## config.mk

```make
export PLATFORM = sky130hd
export DESIGN_NAME = pwm_step_search
export DESIGN_NICKNAME = d
export VERILOG_FILES = /design/src/rtl/pss_pkg.sv /design/src/rtl/pss_prep.sv /design/src/rtl/pss_rom.sv /design/src/rtl/pss_score.sv /design/src/rtl/pwm_step_search.sv
export SDC_FILE = /design/constraint.sdc
export NUM_CORES = 1
export LEC_CHECK = 0
export BUFFER_PORTS_ARGS = -buffer_cell sky130_fd_sc_hd__buf_2
export CORE_ASPECT_RATIO = 1.25
export CORE_UTILIZATION = 60
export DETAILED_ROUTE_END_ITERATION = 10
export PLACE_DENSITY = 0.75
export SLEW_MARGIN = 0
export SYNTH_ARGS = -nofsm -noshare
export SYNTH_HDL_FRONTEND = slang
export SYNTH_SLANG_ARGS = --single-unit
```

## constraint.sdc

```tcl
create_clock -name clk -period 7.44 [get_ports clk]
set_input_delay 1.488 -clock clk [delete_from_list [all_inputs] [get_ports clk]]
set_output_delay 1.488 -clock clk [all_outputs]
set_load 0.02 [all_outputs]
```

## src/rtl/pss_pkg.sv

```systemverilog
package pss_pkg;
  localparam int NCLK          = 3;
  localparam int NDIV          = 4;
  localparam int MMAX          = 7;
  localparam int WW            = 32;
  localparam int SMALL_SH      = 6;
  localparam int WIDE_EXTRA_SH = 3;
  localparam int CLK_W         = $clog2(NCLK);
  localparam int DIV_W         = $clog2(NDIV);
  localparam int EXP_W         = $clog2(MMAX + 1);

  typedef logic [WW-1:0] word_t;

  typedef struct packed {
    logic             wide;
    logic [CLK_W-1:0] clk_i;
    logic [DIV_W-1:0] div_i;
    logic [EXP_W-1:0] expo;
  } pick_t;

  // reference clock period in whole nanoseconds, truncated
  function automatic word_t ref_period_ns(input int c);
    case (c)
      0:       return word_t'(976562);
      1:       return word_t'(30517);
      default: return word_t'(52);
    endcase
  endfunction

  function automatic word_t div_factor(input int d);
    case (d)
      0:       return word_t'(1);
      1:       return word_t'(3);
      2:       return word_t'(5);
      default: return word_t'(6);
    endcase
  endfunction

  function automatic word_t step_ns(input int c, input int d);
    return ref_period_ns(c) * div_factor(d);
  endfunction

  // largest reachable step: biggest table entry at the top exponent
  function automatic logic [63:0] reach_limit();
    logic [63:0] mx;
    mx = '0;
    for (int c = 0; c < NCLK; c++)
      for (int d = 0; d < NDIV; d++)
        if (64'(step_ns(c, d)) > mx) mx = 64'(step_ns(c, d));
    return mx << MMAX;
  endfunction

  function automatic word_t abs_gap(input word_t a, input word_t b);
    return (a > b) ? (a - b) : (b - a);
  endfunction
endpackage

```

## src/rtl/pss_prep.sv

```systemverilog
module pss_prep
  import pss_pkg::*;
#(
  parameter int TGT_W = 40
) (
  input  logic [TGT_W-1:0] target_ns,
  output logic             wide,
  output word_t            work
);
  localparam int          RAW_W = TGT_W - SMALL_SH;
  localparam logic [63:0] LIM   = reach_limit();

  logic [RAW_W-1:0] raw;
  logic [RAW_W-1:0] narrowed;

  always_comb begin
    raw      = target_ns[TGT_W-1:SMALL_SH];
    wide     = (64'(raw) >= LIM);
    narrowed = wide ? (raw >> WIDE_EXTRA_SH) : raw;
    work     = word_t'(narrowed);
  end
endmodule

```

## src/rtl/pss_rom.sv

```systemverilog
module pss_rom
  import pss_pkg::*;
(
  input  logic [CLK_W-1:0] clk_i,
  input  logic [DIV_W-1:0] div_i,
  output word_t            step
);
  localparam int NENT = NCLK * NDIV;

  word_t entry [NENT];

  for (genvar c = 0; c < NCLK; c++) begin : g_clk
    for (genvar d = 0; d < NDIV; d++) begin : g_div
      assign entry[c*NDIV+d] = step_ns(c, d);
    end
  end

  always_comb begin
    step = entry[0];
    for (int k = 0; k < NENT; k++)
      if (k == int'(clk_i) * NDIV + int'(div_i)) step = entry[k];
  end
endmodule

```

## src/rtl/pss_score.sv

```systemverilog
module pss_score
  import pss_pkg::*;
(
  input  word_t work,
  input  word_t cand,
  input  word_t best_err,
  input  word_t prev_err,
  input  logic  not_first,
  output word_t err,
  output logic  better,
  output logic  rising
);
  always_comb begin
    err    = abs_gap(work, cand);
    better = err < best_err;
    rising = not_first && (err > prev_err);
  end
endmodule

```

## src/rtl/pwm_step_search.sv

```systemverilog
module pwm_step_search
  import pss_pkg::*;
#(
  parameter int TGT_W = 40
) (
  input  logic             clk,
  input  logic             rst_n,
  input  logic             start,
  input  logic [TGT_W-1:0] target_ns,
  output logic             done,
  output logic             res_wide,
  output logic [CLK_W-1:0] res_clk,
  output logic [DIV_W-1:0] res_div,
  output logic [EXP_W-1:0] res_exp
);
  localparam logic [CLK_W-1:0] LAST_CLK = CLK_W'(NCLK - 1);
  localparam logic [DIV_W-1:0] LAST_DIV = DIV_W'(NDIV - 1);
  localparam logic [EXP_W-1:0] LAST_EXP = EXP_W'(MMAX);

  logic             busy_q, done_q, wide_q;
  logic [CLK_W-1:0] ci_q, nxt_ci;
  logic [DIV_W-1:0] di_q, nxt_di;
  logic [EXP_W-1:0] m_q;
  word_t            cand_q, work_q, min_err_q, prev_err_q;
  pick_t            best_q, best_nxt, res_q;

  // named internal events
  logic  accept, better, rising, inner_end, search_end;
  logic  wide_in;
  word_t work_in, cur_err, step_nxt;

  pss_prep #(.TGT_W(TGT_W)) u_prep (
    .target_ns (target_ns),
    .wide      (wide_in),
    .work      (work_in)
  );

  pss_rom u_rom (
    .clk_i (nxt_ci),
    .div_i (nxt_di),
    .step  (step_nxt)
  );

  pss_score u_score (
    .work      (work_q),
    .cand      (cand_q),
    .best_err  (min_err_q),
    .prev_err  (prev_err_q),
    .not_first (m_q != '0),
    .err       (cur_err),
    .better    (better),
    .rising    (rising)
  );

  assign accept     = start && !busy_q;
  assign inner_end  = rising || (m_q == LAST_EXP);
  assign search_end = busy_q && inner_end && (di_q == LAST_DIV) && (ci_q == LAST_CLK);

  always_comb begin
    nxt_ci = ci_q;
    nxt_di = di_q;
    if (accept) begin
      nxt_ci = '0;
      nxt_di = '0;
    end else if (inner_end) begin
      if (di_q == LAST_DIV) begin
        nxt_di = '0;
        nxt_ci = ci_q + 1'b1;
      end else begin
        nxt_di = di_q + 1'b1;
      end
    end
  end

  always_comb begin
    best_nxt      = best_q;
    best_nxt.wide = wide_q;
    if (busy_q && better) begin
      best_nxt.clk_i = ci_q;
      best_nxt.div_i = di_q;
      best_nxt.expo  = m_q;
    end
  end

  always_ff @(posedge clk or negedge rst_n) begin
    if (!rst_n) begin
      busy_q     <= 1'b0;
      done_q     <= 1'b0;
      wide_q     <= 1'b0;
      ci_q       <= '0;
      di_q       <= '0;
      m_q        <= '0;
      cand_q     <= '0;
      work_q     <= '0;
      min_err_q  <= '1;
      prev_err_q <= '1;
      best_q     <= '0;
      res_q      <= '0;
    end else begin
      done_q <= 1'b0;
      if (accept) begin
        busy_q     <= 1'b1;
        work_q     <= work_in;
        wide_q     <= wide_in;
        ci_q       <= '0;
        di_q       <= '0;
        m_q        <= '0;
        cand_q     <= step_nxt;
        min_err_q  <= '1;
        prev_err_q <= '1;
        best_q     <= '0;
      end else if (busy_q) begin
        best_q <= best_nxt;
        if (better) min_err_q <= cur_err;
        // on an early exit the earlier error is kept, as the walk leaves
        if (!rising) prev_err_q <= cur_err;
        if (inner_end) begin
          m_q    <= '0;
          ci_q   <= nxt_ci;
          di_q   <= nxt_di;
          cand_q <= step_nxt;
        end else begin
          m_q    <= m_q + 1'b1;
          cand_q <= cand_q << 1;
        end
        if (search_end) begin
          busy_q <= 1'b0;
          done_q <= 1'b1;
          res_q  <= best_nxt;
        end
      end
    end
  end

  assign done     = done_q;
  assign res_wide = res_q.wide;
  assign res_clk  = res_q.clk_i;
  assign res_div  = res_q.div_i;
  assign res_exp  = res_q.expo;
endmodule

```

==> impl_metrics.toml <==
[run_status]
outcome = "completed"

[synthesis]
synth_top_area_share = 0.184
avgSynthCellArea_um2 = 8.39
yosysMostFrequentCell = "inv_1"
synth_warnings = 0
async_reset_ff_frac = 1.00
netlist_area_um2 = 12100
synthTopCellsByCount = "175 x inv_1, 153 x o21ai_0, 131 x ha_1, 125 x a21oi_1, 98 x nand2_1"
syn_inst = 1442
synth_edf_count = 0
synth_nets = 1618
ys_seq_area_frac = 0.323
synthTopCellsByArea = "dfrtp_1 18%, dfstp_2 14%, ha_1 14%"
synth_ff_type = "dfrtp_1"
yosysTopAreaCell = "dfrtp_1"
synth.distinct_cells = 85
ys_ff_latch = 153

[final_layout]
layout.cells.non_filler = 1768
multi_input_area_um2 = 7220
drive_above_1_share = 0.156
diodes = 0
seqCellArea_um2 = 3910
nets = 1666
nFillCells = 1634
area_growth_syn_to_layout_pct = 11.1

[clock_tree]
numClockSinks = 153
clk_latency_ps = 440
post_cts_buffers = 0
cts.path.max_buffers = 2
cts_max_level = 4
hold_buffers = 0
tritoncts = "done"
root_buffer = "clkbuf_16"
cts_resized = 0
cts_buffers = 17
clkSlewWorstSetupHoldPaths_ps = 70

[drt]
met3_length_um = 1310
detail_route.first_pass.iterations = 5
drt_iter0_markers = 786
wl_met2_um = 15000
top_layer = "met4"
via_per_inst = 6.04
remaining_drc_errors = 0
wl_um = 31000
wl_met1_um = 13800
drtAntennaViolNets = 0
routedWlPerCell_um = 17.5
vias = 10700

[die]
rows = 57
coreArea_um2 = 19600
ios = 52
die_x_um = 129
start_util = 0.617
dieHeight_um = 161
dieArea_um2 = 20700

[setup_path]
cp_data_required_time_ps = 7800
crit_fanout = 16
crit_path_end_kind = "register"
reg2reg_depth = 27
arrival_ps = 7170
critPathKind = "reg2reg"
ff2ff_setup_slack_ps = 630
cp-start-kind = "register"
worstReg2RegStart = "cand_q[17]"
r2r_end = "cand_q[18]"

[sta]
maxSlewViolCount = 0
setup_violations = 0
tightest_slew_ps = 851
fin_crit_ps = 6810
finClkSkew_ps = 18.7
slew_headroom = 0.429
fin_crit_sh = 0.915
hold_viol = 0
finalSetupTns_ps = 0
clock.fmax_mhz = 147
rsz0062_at_grt = "false"

[hold_path]
hold_end = "res_div[0]"
holdPathStages = 2
min-delay-start = "res_div[0]"
hold_path.class = "reg2reg"

[global_routing]
grt_max_degree = 89
grt_pass1_vias = 10300
track_usage = 0.313
overflow = 0
grt_pass1_wl_um = 50800
antenna_found_initial = 0

[placed_design]
place.detailed.hpwl_um = 23300
portBuffers = 45
gp_congestion = 0.974
dp.cells = 1736

[run]
cap_violations = 0
==> how the worst max path moves through the flow <==
stage / from / end / slack [ps] / cells after the start
3_5_place_dp: cand_q[17] / best_q[1] / 740 / 21
2_1_floorplan: cand_q[20] / cand_q[18] / 1780 / 25
5_1_grt: cand_q[4] / best_q[3] / 210 / 22
6_report: cand_q[17] / cand_q[18] / 630 / 27
4_1_cts: cand_q[17] / cand_q[18] / 710 / 27
3_3_place_gp: cand_q[17] / cand_q[18] / 850 / 27
==> layout by cell type, fill, tap and decap left out, drive strengths merged, types with 23 or more instances in the layout <==
master,instances
xnor2,23
nand4,30
nor2,63
dfrtp,89
a21oi,125
mux2i,56
o21ai,165
a21o,43
nor3,53
ha,131
nand2,98
inv,184
buf,108
dfstp,64
==> cell type report <==
class,count,share of cell area
multi-input combinational,1034,0.537
sequential,153,0.291
timing repair buffer,108,0.0533
inverter,176,0.0492
clock buffer,17,0.0317
tap,265,0.0247
clock inverter,15,0.0131
==> sequential cells by signal, indices dropped and copies added, names as in the netlist, 3 cells and up <==
name and cells:
cand_q 32, min_err_q 32, prev_err_q 32, work_q 32, best_q 7, m_q 3
res_exp 3
==> cell families (layout without fill, tap and decap cells) <==
logic type,after synthesis,in the layout,share of synthesized area
AOI/OAI and AO/OA,465,465,0.237
and+or+nand+nor,344,344,0.145
buffers and inverters,255,316,0.0831
DFF,153,153,0.323
adders and majority gates,133,133,0.139
muxes,61,61,0.0510
xor gates and xnor gates,31,31,0.0224
==> routing by layer <==
layer / track usage / vias to the layer above
li1: - / 5209
met1: 0.410 / 5081
met2: 0.526 / 319
met3: 0.0363 / 63
met4: 0.118 / 0
met5: 0 / -
==> worst max-delay path: stages, from the launching register on <==
cell       delay, ps
dfrtp_1          410
inv_1             60
ha_1             470
nand4_1          220
nand4b_2         270
or4_1            510
a21o_1           190
nand3_2          260
buf_4            290
nand2_1           90
a2bb2oi_2        280
o22ai_1          140
xnor2_1          390
inv_1            120
ha_1             310
nand4_1          120
nor4_1           260
buf_4            180
a21oi_1           60
buf_4            170
o31a_4           160
o31ai_4          360
buf_4            180
nor2_2            40
a311oi_2         430
o22ai_1          180
or4_1            430
o21ai_1          140
==> stage by stage <==
stage	worst slack, ps	cell area, µm²	hold slack (ps)	util
6_report	630	13400	481	0.685
5_1_grt	215	13400	497	0.685
4_1_cts	707	13400	484	0.685
3_5_place_dp	738	12800	457	0.655
3_3_place_gp	847	12800	457	0.655
2_1_floorplan	1780	12100	439	-
Power is not shown: default switching activity piles up to over one toggle a cycle in this logic, so the estimate is an artifact.
